`config.mk`:
```
export PLATFORM = sky130hd
export DESIGN_NAME = flash_lock_ctrl
export DESIGN_NICKNAME = d
export VERILOG_FILES = /design/src/rtl/flp_pkg.sv /design/src/rtl/flp_block_cell.sv /design/src/rtl/flp_op_arbiter.sv /design/src/rtl/flash_lock_ctrl.sv
export SDC_FILE = /design/constraint.sdc
export NUM_CORES = 1
export LEC_CHECK = 0
export BUFFER_PORTS_ARGS = -buffer_cell sky130_fd_sc_hd__buf_2
export CAP_MARGIN = 20
export CORE_MARGIN = 1.5
export CORE_UTILIZATION = 44
export DETAILED_ROUTE_END_ITERATION = 16
export PLACE_DENSITY = 0.74
export SLEW_MARGIN = 15
export SYNTH_ARGS = -nofsm -noshare
export SYNTH_HDL_FRONTEND = slang
export SYNTH_SLANG_ARGS = --single-unit
```
`constraint.sdc`:
```
create_clock -name clk_i -period 2 [get_ports clk_i]
set_input_delay 0.1 -clock clk_i [delete_from_list [all_inputs] [get_ports clk_i]]
set_output_delay 0.1 -clock clk_i [all_outputs]
set_load 0.02 [all_outputs]
```
`src/rtl/flp_pkg.sv`:
```
package flp_pkg;

    typedef enum logic [1:0] {
        CMD_NONE   = 2'b00,
        CMD_LOCK   = 2'b01,
        CMD_UNLOCK = 2'b10,
        CMD_LDOWN  = 2'b11
    } lk_cmd_e;

    typedef struct packed {
        logic down;
        logic lock;
    } blk_st_t;

    localparam blk_st_t BLK_ST_RESET = '{down: 1'b0, lock: 1'b1};

    typedef struct packed {
        logic busy;
        logic is_erase;
        logic deny;
        logic err;
    } op_st_t;

    localparam op_st_t OP_ST_RESET = '{busy: 1'b0, is_erase: 1'b0, deny: 1'b0, err: 1'b0};

endpackage

```
`src/rtl/flp_block_cell.sv`:
```
module flp_block_cell
    import flp_pkg::*;
(
    input  logic    clk_i,
    input  logic    rst_ni,
    input  logic    hit_i,
    input  lk_cmd_e cmd_i,
    input  logic    wprot_i,
    output blk_st_t state_o
);

    blk_st_t st_d, st_q;
    logic    frozen;

    always_comb begin
        st_d   = st_q;
        frozen = st_q.down && !wprot_i;
        if (hit_i && !frozen) begin
            unique case (cmd_i)
                CMD_LOCK:   st_d.lock = 1'b1;
                CMD_UNLOCK: st_d.lock = 1'b0;
                CMD_LDOWN: begin
                    st_d.lock = 1'b1;
                    st_d.down = 1'b1;
                end
                default: st_d = st_q;
            endcase
        end
    end

    always_ff @(posedge clk_i or negedge rst_ni) begin
        if (!rst_ni) st_q <= BLK_ST_RESET;
        else         st_q <= st_d;
    end

    assign state_o = st_q;

endmodule

```
`src/rtl/flp_op_arbiter.sv`:
```
module flp_op_arbiter
    import flp_pkg::*;
(
    input  logic clk_i,
    input  logic rst_ni,
    input  logic prog_start_i,
    input  logic erase_start_i,
    input  logic blk_open_i,
    input  logic vpp_ok_i,
    input  logic op_done_i,
    output logic busy_o,
    output logic prog_grant_o,
    output logic erase_grant_o,
    output logic deny_o,
    output logic err_o
);

    op_st_t st_d, st_q;
    logic   take;
    logic   allow;

    always_comb begin
        st_d      = st_q;
        st_d.deny = 1'b0;
        take      = (prog_start_i || erase_start_i) && !st_q.busy;
        allow     = blk_open_i && vpp_ok_i;
        if (take) begin
            st_d.err  = !allow;
            st_d.deny = !allow;
            st_d.busy = allow;
            st_d.is_erase = !prog_start_i;
        end else if (st_q.busy && op_done_i) begin
            st_d.busy = 1'b0;
        end
    end

    always_ff @(posedge clk_i or negedge rst_ni) begin
        if (!rst_ni) st_q <= OP_ST_RESET;
        else         st_q <= st_d;
    end

    assign busy_o        = st_q.busy;
    assign prog_grant_o  = st_q.busy && !st_q.is_erase;
    assign erase_grant_o = st_q.busy && st_q.is_erase;
    assign deny_o        = st_q.deny;
    assign err_o         = st_q.err;

endmodule

```
`src/rtl/flash_lock_ctrl.sv`:
```
module flash_lock_ctrl
    import flp_pkg::*;
#(
    parameter int NUM_BLOCKS = 8,
    parameter int BLK_W      = (NUM_BLOCKS > 1) ? $clog2(NUM_BLOCKS) : 1
) (
    input  logic             clk_i,
    input  logic             rst_ni,
    input  logic             wprot_i,
    input  logic             vpp_ok_i,
    input  logic             cmd_valid_i,
    input  logic [1:0]       cmd_op_i,
    input  logic [BLK_W-1:0] cmd_blk_i,
    input  logic             prog_start_i,
    input  logic             erase_start_i,
    input  logic [BLK_W-1:0] op_blk_i,
    input  logic             op_done_i,
    output logic             prog_grant_o,
    output logic             erase_grant_o,
    output logic             op_deny_o,
    output logic             prot_err_o,
    input  logic [BLK_W-1:0] stat_blk_i,
    output logic [1:0]       stat_o
);

    localparam int SPAN = 1 << BLK_W;

    blk_st_t blk_st [SPAN];
    logic    busy;
    logic    cmd_take;
    logic    op_open;

    assign cmd_take = cmd_valid_i && !busy && !prog_start_i && !erase_start_i;

    for (genvar i = 0; i < SPAN; i++) begin : g_blk
        if (i < NUM_BLOCKS) begin : g_real
            flp_block_cell u_cell (
                .clk_i   (clk_i),
                .rst_ni  (rst_ni),
                .hit_i   (cmd_take && (cmd_blk_i == BLK_W'(i))),
                .cmd_i   (lk_cmd_e'(cmd_op_i)),
                .wprot_i (wprot_i),
                .state_o (blk_st[i])
            );
        end else begin : g_pad
            assign blk_st[i] = BLK_ST_RESET;
        end
    end

    assign op_open = !blk_st[op_blk_i].lock;
    assign stat_o  = blk_st[stat_blk_i];

    flp_op_arbiter u_arb (
        .clk_i         (clk_i),
        .rst_ni        (rst_ni),
        .prog_start_i  (prog_start_i),
        .erase_start_i (erase_start_i),
        .blk_open_i    (op_open),
        .vpp_ok_i      (vpp_ok_i),
        .op_done_i     (op_done_i),
        .busy_o        (busy),
        .prog_grant_o  (prog_grant_o),
        .erase_grant_o (erase_grant_o),
        .deny_o        (op_deny_o),
        .err_o         (prot_err_o)
    );

endmodule

```
After elaboration in Yosys (flattened, before gate mapping):

Index checks and enable logic that the tools add are counted.
Widths: inputs -> output; s select.

* register bits: 20
* input port bits: 19
* output and inout bits: 6
* logic and storage cells: 112

* order comparisons: 2
* equal/unequal tests: 10
* mux-type cells: 10
* bitwise gates (word level): 2
* reductions and logical operators: 68

Operators by type and width (count)
* $logic_and 1x1->1: 32
* $reduce_and 2->1: 16
* $logic_not 1->1: 15
* $bmux 2 s3: 2
* $eq 3x3->1 const B: 4
* $ge 4x4->1 const B: 2
* $not 3->4: 2
* $eq 3x2->1 const B: 2
* $mux 2: 3
* $eq 2x2->1 const B: 2
* $mux 1: 4
* $reduce_bool 2->1: 2
* $eq 3x1->1 const B: 1
* $logic_not 3->1: 1
* $eq 2x1->1 const B: 1
* $pmux 1 s2: 1
* $reduce_or 2->1: 1
* $logic_or 1x1->1: 1

Longest topological paths before layout:

Gate-level depths: netlist of run 1.

* word-level depth: 8
* depth in mapped cells: 5
* depth with buffers taken out: 4

Hierarchy:

Synthesis of run 1 repeated with hierarchy kept, for this count alone.

* cell total of the unflattened synthesis: 101
* area total of the unflattened synthesis: 1186.1 um^2

By module, submodules not included
* flp_block_cell: times used 8, cells an instance 8, area an instance 91.3 um^2
* flash_lock_ctrl: times used 1, cells an instance 22, area an instance 277.8 um^2
* flp_op_arbiter: times used 1, cells an instance 15, area an instance 177.7 um^2

Worst setup path before layout of run 1:

Ideal clock, no wire load.

* path type: register -> register
* start point: register u_arb.st_q (netlist bit u_arb.busy_o)
* end point: register g_blk[3].g_real.u_cell.st_q (netlist bit g_blk[3].g_real.u_cell.state_o[0])
* setup time: 0.088 ns
* arrival: 1.518 ns
* slack: 0.394 ns
* stages on the path, launching flop included: 5
* clock period less this slack: 1.606 ns
* path through: dfrtp_1 or4b_4 or3_4 nor3_2 o32ai_2

* cells in the longest elaborated chain, start to end: 7

Ends and longest elaborated chain
* start, declared: RTL line flp_op_arbiter.sv:18 `op_st_t st_d, st_q;`
* start signal, assigned: RTL line flp_op_arbiter.sv:39 `else st_q <= st_d;`
* $logic_not 1->1: RTL line flash_lock_ctrl.sv:33 `assign cmd_take = cmd_valid_i && !busy && !prog_start_i && !erase_start_i;`
* $logic_and 1x1->1 (3 in a row): RTL line flash_lock_ctrl.sv:33
* $logic_and 1x1->1: RTL line flash_lock_ctrl.sv:40 `.hit_i (cmd_take && (cmd_blk_i == BLK_W'(i))),`
* $logic_and 1x1->1: RTL line flp_block_cell.sv:18 `if (hit_i && !frozen) begin`
* $reduce_and 2->1 (no source line)
* end signal, assigned: RTL line flp_block_cell.sv:33 `else st_q <= st_d;`
* end, declared: RTL line flp_block_cell.sv:12 `blk_st_t st_d, st_q;`

Every way passes these cells.
A chain may end at the register's enable or synchronous reset.

Worst setup path after layout of run 1:

* start point: register g_blk[2].g_real.u_cell.st_q (netlist bit g_blk[2].g_real.u_cell.state_o[1])
* end point: output port stat_o[1]

* cells in the longest elaborated chain, start to end: 3

Ends and longest elaborated chain
* start, declared: RTL line flp_block_cell.sv:12
* start signal, assigned: RTL line flp_block_cell.sv:33
* $bmux 2 s3: RTL line flash_lock_ctrl.sv:51 `assign stat_o = blk_st[stat_blk_i];`
* $mux 2 (not written as such) (2 in a row): RTL line flash_lock_ctrl.sv:51
* end, declared: RTL line flash_lock_ctrl.sv:23 `output logic [1:0] stat_o`

Every way passes these cells. The select of a mux whose other input is x is not followed.

==> impl_metrics.ini, run 1 <==
[sta]
grt_setup_unrepaired = no
max_freq_mhz = 585
tightest_slew_ns = 0.451
setup_viol = 0
fin_crit_sh_pct = 85.4
fin_skew_ns = 0.00478
maxSlewHeadroom_pct = 69.9
fin_tns_setup_ns = 0
fin_crit_ns = 1.71
drv_slew = 0
hold_viol = 0

[final_layout]
stdcell_count = 159
regArea_um2 = 510
area_growth_syn_to_layout_pct = 17.6
fillers = 221
drive_gt1_share_pct = 37.2
nets = 149
multi_input_area_um2 = 556
antenna_cells = 0

[critical_path]
timing.rr.end = g_blk[3].g_real.u_cell.state_o[0]
cp_data_required_time_ns = 1.90
regToRegSetupSlack_ns = 0.30
path_max_fanout = 3
startpoint_type = flop
r2r_cells = 4
setup.worst_path.end_class = primary output
critPathKind = flop to primary output
r2r-start = u_arb.busy_o
crit_arrival_ns = 1.61

[die]
fp-row-count = 18
fp.dieH_um = 53.3
die-area_um2 = 2840
start_util_pct = 45.8
core_um2 = 2430
die_x_um = 53.3
boundaryPins = 25

[logic_synthesis]
synth_fp_nets = 121
yosys_most_used_dff = dfrtp_1
async_flop_share_pct = 100
synth_edf_count = 0
synth_seq_cells = 20
synth_area_um2 = 1110
syn_area_per_cell_um2 = 10.9
synthCells = 102
synth_top_area_share_pct = 26.9
ys_warn_count = 0
yosys.area.top_type = dfrtp_1
synth-seq-area-share_pct = 45.8
yosys.cell_types.count = 35
yosysMostFrequentCell = dfrtp_1
ys_top_cells_by_area = dfrtp_1, dfstp_2, mux4_2
yosys-top-cells-count = dfrtp_1, inv_1, dfstp_2, o21ai_0, nand3_1

[clock_tree]
cts.clk_slew.worst_paths_ns = 0.11
cts-resized-gates = 0
cts_root_buf = clkbuf_4
cts_inserted_buffers = 3
cts_tree = built
clkSinkCount = 20
clk_latency_ns = 0.31
clock_path_buffers = 2
cts_max_level = 1

[worst_hold_path]
min-delay-start = prog_start_i
hold_class = input pin to flop
min_to = u_arb.st_q[2]
min_delay_path_depth = 2

[place]
finalWeightedCongestion = 0.868
dp.cells = 154
hpwl_um = 1850
portBuffers = 24

[grt]
antenna_found_initial = 0
grtUsageMet1_pct = 25.5
grt.total_usage_pct = 19.4
first_global_vias = 845
grtUsageMet2_pct = 31.5
use_met3_pct = 3.39
grt_busiest_layer = met2
grt_max_degree = 21
grt_first_pass_wirelength_um = 3820
grt_overflow = 0

[routing]
vias = 936
drc_errors = 0
dr.pass1.iters = 4
vias_per_cell = 5.89
wl_um = 2480
detail_route.wl_per_cell_um = 15.6
drtAntennaViolNets = 0
dr.first_iter.drc_count = 21

[power_and_ir_drop]
p_per_area_nw_per_um2 = 766
peakVddDrop_mv = 0.481
p_leak_nw = 0.598

[flow_run]
maxCapViolCount = 0

[outcome]
status = completed
==> area by class of cell <==
cell class	instances	area share (%)
Multi-Input combinational cell	69	42.4
Sequential cell	20	38.9
Timing Repair Buffer	25	9.92
Inverter	11	3.15
Tap cell	30	2.86
Clock buffer	4	2.77
==> critical path: stages, from the launching register on <==
cell and delay [ns]:
dfrtp_1 0.41, mux4_2 0.46, mux2_2 0.27, buf_2 0.16
==> repair_timing <==
item	in CTS	in global routing
setup buffers	0	0
hold buffers	1	0
hold endpoints to repair	12	0
==> state kept, by name, indices dropped and copies added, names as in the netlist <==
| name | flops |
|---|---|
| g_blk.g_real.u_cell.state_o | 16 |
| u_arb.busy_o | 1 |
| u_arb.deny_o | 1 |
| u_arb.err_o | 1 |
| u_arb.st_q | 1 |
==> routing by layer <==
layer / vias to the layer above / part of all wire [%]
li1: 444 / -
met1: 464 / 46
met2: 23 / 49
met3: 5 / 3.2
met4: 0 / 1.9
met5: - / 0
==> how the worst max path moves through the flow <==
stage	from	end	slack, ns	depth (start not counted)
6_report	g_blk[2].g_real.u_cell.state_o[1]	stat_o[1]	0.29	3
3_3_place_gp	u_arb.busy_o	g_blk[3].g_real.u_cell.state_o[0]	0.37	4
5_1_grt	u_arb.busy_o	g_blk[0].g_real.u_cell.state_o[0]	0.20	4
4_1_cts	g_blk[2].g_real.u_cell.state_o[1]	stat_o[1]	0.29	3
2_1_floorplan	u_arb.busy_o	g_blk[3].g_real.u_cell.state_o[0]	0.39	4
3_5_place_dp	u_arb.busy_o	g_blk[0].g_real.u_cell.state_o[0]	0.32	4
==> metrics by stage <==
step	hold slack (ns)	area, um2	worst slack (ns)	total power, mW	utilization [%]
2_1_floorplan	-0.196	1110	0.394	0.677	-
3_3_place_gp	0.0663	1260	0.367	0.763	52.0
3_5_place_dp	0.0741	1260	0.318	0.772	52.0
4_1_cts	0.0101	1310	0.288	1.01	53.9
5_1_grt	0.0412	1310	0.196	1.05	53.9
6_report	0.0150	1310	0.292	1.00	53.9
==> layout by cell type (no fill, tap or decap), types with 2 or more instances in the layout <==
cell / synthesis / final
mux2_2: 2 / 2
inv_1: 11 / 11
mux4_2: 4 / 4
dfrtp_1: 12 / 12
nor2_1: 4 / 4
o21ai_0: 8 / 8
nand2_1: 2 / 2
a32o_1: 3 / 3
clkbuf_4: 0 / 3
a21oi_1: 3 / 3
o41ai_1: 4 / 4
nor3_2: 2 / 2
o21bai_1: 3 / 3
nor2b_1: 3 / 3
nor3_1: 3 / 3
mux2i_1: 4 / 4
dfstp_2: 8 / 8
o211ai_1: 2 / 2
nand3_1: 6 / 6
buf_2: 0 / 24
==> report_power, final <==
group | switching, mW | total [mW] | internal [mW]
clock | 0.126 | 0.237 | 0.111
sequential | 0.0442 | 0.524 | 0.479
combinational | 0.127 | 0.243 | 0.116
==> kinds of logic after synthesis <==
| group | Yosys count | synth area share [%] |
|---|---|---|
| DFF | 20 | 45.8 |
| and+or+nand+nor | 28 | 15.5 |
| AOI/OAI and AO/OA | 31 | 20.7 |
| buffers and inverters | 13 | 4.38 |
| muxes | 10 | 13.7 |
(Power assumes the default switching activity.)
==> run 2, diff against run 1 <==
- BUFFER_PORTS_ARGS: -buffer_cell sky130_fd_sc_hd__buf_2 -> default
- DONT_BUFFER_PORTS: default -> 1
- PLACE_DENSITY: 0.74 -> 0.66
==> impl_metrics.ini, run 2 (same netlist as run 1, synthesis figures left out) <==
[clock_tree]
cts_root_buf = clkbuf_4
cts-resized-gates = 0
cts.clk_slew.worst_paths_ns = 0.11
cts_max_level = 1
cts_tree = built
clkSinkCount = 20
clock_path_buffers = 2
cts_inserted_buffers = 3
clk_latency_ns = 0.31

[routing]
dr.first_iter.drc_count = 43
vias_per_cell = 6.44
drtAntennaViolNets = 0
vias = 908
drc_errors = 0
detail_route.wl_per_cell_um = 18.4
wl_um = 2590
dr.pass1.iters = 5

[power_and_ir_drop]
p_per_area_nw_per_um2 = 772
clkPwrFrac_pct = 24.7
pwr-share-comb_pct = 20.0
swShare_pct = 28.6
p_leak_nw = 0.526
power_switching_uw = 276
total_power_uw = 966
seq_power_share_pct = 55.3
intPower_uw = 689
peakVddDrop_mv = 0.517

[final_layout]
area_growth_syn_to_layout_pct = 12.2
final_cell_mix = dfrtp_1, inv_1, o21ai_0, dfstp_2, dlygate4sd3_1
drive_gt1_share_pct = 21.6
largest_reg_flops = 16
antenna_cells = 0
layout_commonest_cell = dfrtp_1
nets = 131

[critical_path]
r2r-start = u_arb.busy_o
path_max_fanout = 7
crit_arrival_ns = 1.96
cp_data_required_time_ns = 2.25
slowest_stage = or4b_4
crit_start = u_arb.busy_o
timing.rr.end = g_blk[2].g_real.u_cell.state_o[0]
worst_path_largest_cell_delay_ns = 0.52
r2r_cells = 4
setup.worst_path.end_class = flop
regToRegSetupSlack_ns = 0.29
critPathKind = flop to flop
startpoint_type = flop
cp_cell_sequence = or4b_4 -> nor3_2 -> nand3_1 -> a32o_1

[grt]
grt.total_usage_pct = 20.7
antenna_found_initial = 0
first_global_vias = 876
grt_max_degree = 21
grt_overflow = 0
grt_first_pass_wirelength_um = 4080

[sta]
fin_crit_sh_pct = 85.6
grt_setup_unrepaired = no
fin_tns_setup_ns = 0
hold_viol = 0
max_freq_mhz = 584
setup_viol = 0
drv_slew = 0
fin_crit_ns = 1.71
maxSlewHeadroom_pct = 41.6
fin_skew_ns = 0.00348
tightest_slew_ns = 0.873

[worst_hold_path]
min-delay-start = wprot_i
min_delay_path_depth = 2
min_to = g_blk[7].g_real.u_cell.state_o[0]
hold_class = input pin to flop

[place]
finalWeightedCongestion = 0.814
hpwl_um = 1870
portBuffers = 0

[die]
core_um2 = 2430
die_x_um = 53.3
start_util_pct = 45.8
fp-row-count = 18
fp.dieH_um = 53.3
die-area_um2 = 2840
boundaryPins = 25

[flow_run]
maxCapViolCount = 0

[outcome]
status = completed
[run 2: cell types whose count changed in the layout (fill, tap and decap cells not counted)]
cell	before	now
buf_2	24	0
dlygate4sd3_1	1	7
[run 2: stage by stage]
stage / area, um2 / std cells / hold slack (ns) / worst slack [ns] / utilization [%]
after floorplan: 1110 / 102 / -0.196 / 0.394 / -
after global placement: 1140 / 130 / -0.195 / 0.340 / 47.1
after detailed placement: 1140 / 130 / -0.195 / 0.286 / 47.1
after CTS: 1250 / 141 / 0.00639 / 0.269 / 51.4
after global routing: 1250 / 141 / 0.00606 / 0.106 / 51.4
final: 1250 / 141 / 0.00352 / 0.288 / 51.4
[run 2: layout make-up]
cell class / count / area [um2]
Fill cell: 229 / 1180
Timing Repair Buffer: 7 / 70.1
Tap cell: 30 / 37.5
Multi-Input combinational cell: 69 / 556
Inverter: 11 / 41.3
Clock buffer: 4 / 36.3
Sequential cell: 20 / 510
[run 2: worst max-delay path, delay by kind of cell, from the launching register on]
kind	cells	cell delay (ns)
AO/OA/AOI/OAI	1	0.22
AND/OR/NAND/NOR	3	0.98
flip-flops	1	0.45
[run 2: how the worst max path moves through the flow]
stage | end | slack (ns) | cells after the start
floorplan | g_blk[3].g_real.u_cell.state_o[0] | 0.39 | 4
global placement | g_blk[2].g_real.u_cell.state_o[0] | 0.34 | 4
detailed placement | g_blk[0].g_real.u_cell.state_o[0] | 0.29 | 4
CTS | g_blk[0].g_real.u_cell.state_o[0] | 0.27 | 4
global route | g_blk[4].g_real.u_cell.state_o[0] | 0.11 | 4
finish | g_blk[2].g_real.u_cell.state_o[0] | 0.29 | 4
[run 2: per-layer routing]
layer / up-vias / global-route usage, % / share of wire (%) / routed length (um)
met1: 440 / 25.9 / 41 / 1060
met2: 49 / 34.8 / 48 / 1240
li1: 406 / - / - / -
met3: 13 / 3.11 / 7.1 / 185
met4: 0 / 9.40 / 3.7 / 96
met5: - / 0 / 0 / 0
[run 2: power by group through the flow]
stage                     Combinational (mW)  Sequential [mW]  Clock [mW]
final                                  0.193            0.534       0.239
after detailed placement               0.170            0.541           0
after global routing                   0.211            0.541       0.251
after global placement                 0.166            0.540           0
after floorplan                        0.153            0.524           0
after CTS                              0.194            0.533       0.238
[run 2: timing repair]
action | CTS | global route
setup buffers | 0 | 0
hold endpoints to repair | 34 | 0
hold buffers | 7 | 0
==> run 3, diff against run 2 <==
==> constraint.sdc (replaced) <==
create_clock -name clk_i -period 2 [get_ports clk_i]
set_input_delay 0.2 -clock clk_i [delete_from_list [all_inputs] [get_ports clk_i]]
set_output_delay 0.2 -clock clk_i [all_outputs]
set_load 0.02 [all_outputs]
==> impl_metrics.ini, run 3 (same netlist as run 1, synthesis figures left out) <==
[final_layout]
antenna_cells = 0
fin_area_um2 = 1210
fillers = 234
largest_reg_flops = 16
regArea_um2 = 510
nets = 127
final_cell_mix = dfrtp_1, inv_1, o21ai_0, dfstp_2, nand3_1
drive_gt1_share_pct = 22.4
multi_input_area_um2 = 556
layout_commonest_cell = dfrtp_1
area_growth_syn_to_layout_pct = 8.64

[power_and_ir_drop]
swShare_pct = 28.2
p_leak_nw = 0.509
seq_power_share_pct = 55.9
power_switching_uw = 268
p_per_area_nw_per_um2 = 786
total_power_uw = 952
peakVddDrop_mv = 0.516
pwr-share-comb_pct = 19.1
intPower_uw = 684
clkPwrFrac_pct = 25.0

[flow_run]
maxCapViolCount = 0

[clock_tree]
clock_path_buffers = 2
clkSinkCount = 20
postCtsSetupBuffers = 0
cts_max_level = 1
clk_latency_ns = 0.31
postCtsHoldBufs = 3
cts.clk_slew.worst_paths_ns = 0.11
cts_tree = built
cts_root_buf = clkbuf_4
cts_inserted_buffers = 3
cts-resized-gates = 0

[place]
hpwl_um = 1870
finalWeightedCongestion = 0.814
postPlaceCellArea_um2 = 1140
dp_worst_setup_slack_ns = 0.286
portBuffers = 0

[sta]
fin_crit_sh_pct = 86.2
setup_viol = 0
fin_hold_ws_ns = 0.0272
fin_crit_ns = 1.72
grt_setup_unrepaired = no
max_freq_mhz = 580
drv_slew = 0
tightest_slew_ns = 0.863
maxSlewHeadroom_pct = 42.3
finalWorstSetupSlack_ns = 0.276
fin_tns_setup_ns = 0
hold_viol = 0
fin_skew_ns = 0.00339

[die]
fp.dieH_um = 53.3
start_util_pct = 45.8
die-area_um2 = 2840
core_um2 = 2430
fp-row-count = 18
boundaryPins = 25
die_x_um = 53.3

[routing]
drc_errors = 0
dr.pass1.iters = 5
detail_route.wl_per_cell_um = 18.0
drtAntennaViolNets = 0
dr.first_iter.drc_count = 42
vias_per_cell = 6.45
vias = 884
wl_um = 2460

[grt]
grt_first_pass_wirelength_um = 3910
grt_overflow = 0
grt.total_usage_pct = 19.7
grt_max_degree = 21
first_global_vias = 831
antenna_found_initial = 0

[critical_path]
critPathKind = flop to flop
worst_path_largest_cell_delay_ns = 0.52
path_buf_inv = 0
path_max_fanout = 7
setup.worst_path.end_class = flop
cp_top_family = simple AND/OR/NAND/NOR gates
slowest_stage = or4b_4
cp_cell_sequence = or4b_4 -> nor3_2 -> nand3_1 -> a32o_1
crit_arrival_ns = 1.97
startpoint_type = flop
cp_data_required_time_ns = 2.25

[worst_hold_path]
hold_class = input pin to flop

[outcome]
status = completed
## run 3: cell count changes in the layout (fill, tap and decap cells not counted), sizes merged
cell         change
dlygate4sd3      -4
## run 3: stage by stage
| step | util (%) | cells |
|---|---|---|
| after floorplan | - | 102 |
| final | 49.8 | 137 |
| after global placement | 47.1 | 130 |
| after CTS | 49.8 | 137 |
| after global routing | 49.8 | 137 |
| after detailed placement | 47.1 | 130 |
## run 3: final timing paths
| kind | startpoint | end | slack [ns] | cells past startpoint |
|---|---|---|---|---|
| min | cmd_op_i[0] | g_blk[7].g_real.u_cell.state_o[0] | 0.03 | 2 |
| max reg2reg | u_arb.busy_o | g_blk[2].g_real.u_cell.state_o[0] | 0.28 | 4 |
| min in group asynchronous | rst_ni | u_arb.err_o | 0.44 | 1 |
| max in group asynchronous | rst_ni | g_blk[4].g_real.u_cell.state_o[1] | 1.03 | 1 |
| min reg2reg | g_blk[0].g_real.u_cell.state_o[1] | g_blk[0].g_real.u_cell.state_o[1] | 0.50 | 1 |
| max | u_arb.busy_o | g_blk[2].g_real.u_cell.state_o[0] | 0.28 | 4 |
## run 3: final cells by class
cell class / instances / area share (%)
Clock buffer: 4 / 3.00
Inverter: 11 / 3.41
Multi-Input combinational cell: 69 / 45.9
Sequential cell: 20 / 42.1
Timing Repair Buffer: 3 / 2.48
Tap cell: 30 / 3.10
## run 3: power by group through the flow
| stage | logic, mW | registers (mW) | clock network (mW) |
|---|---|---|---|
| floorplan | 0.153 | 0.524 | 0 |
| global placement | 0.166 | 0.540 | 0 |
| detailed placement | 0.170 | 0.541 | 0 |
| CTS | 0.184 | 0.533 | 0.238 |
| global route | 0.200 | 0.540 | 0.251 |
| finish | 0.182 | 0.532 | 0.238 |
## run 3: per-layer routing
layer  vias to the layer above  part of all wire [%]  track usage [%]
met5                         -                     0                0
met1                       437                    42             25.7
met3                         4                   6.6             3.11
met4                         0                   1.2             7.69
met2                        44                    51             32.5
li1                        399                     -                -
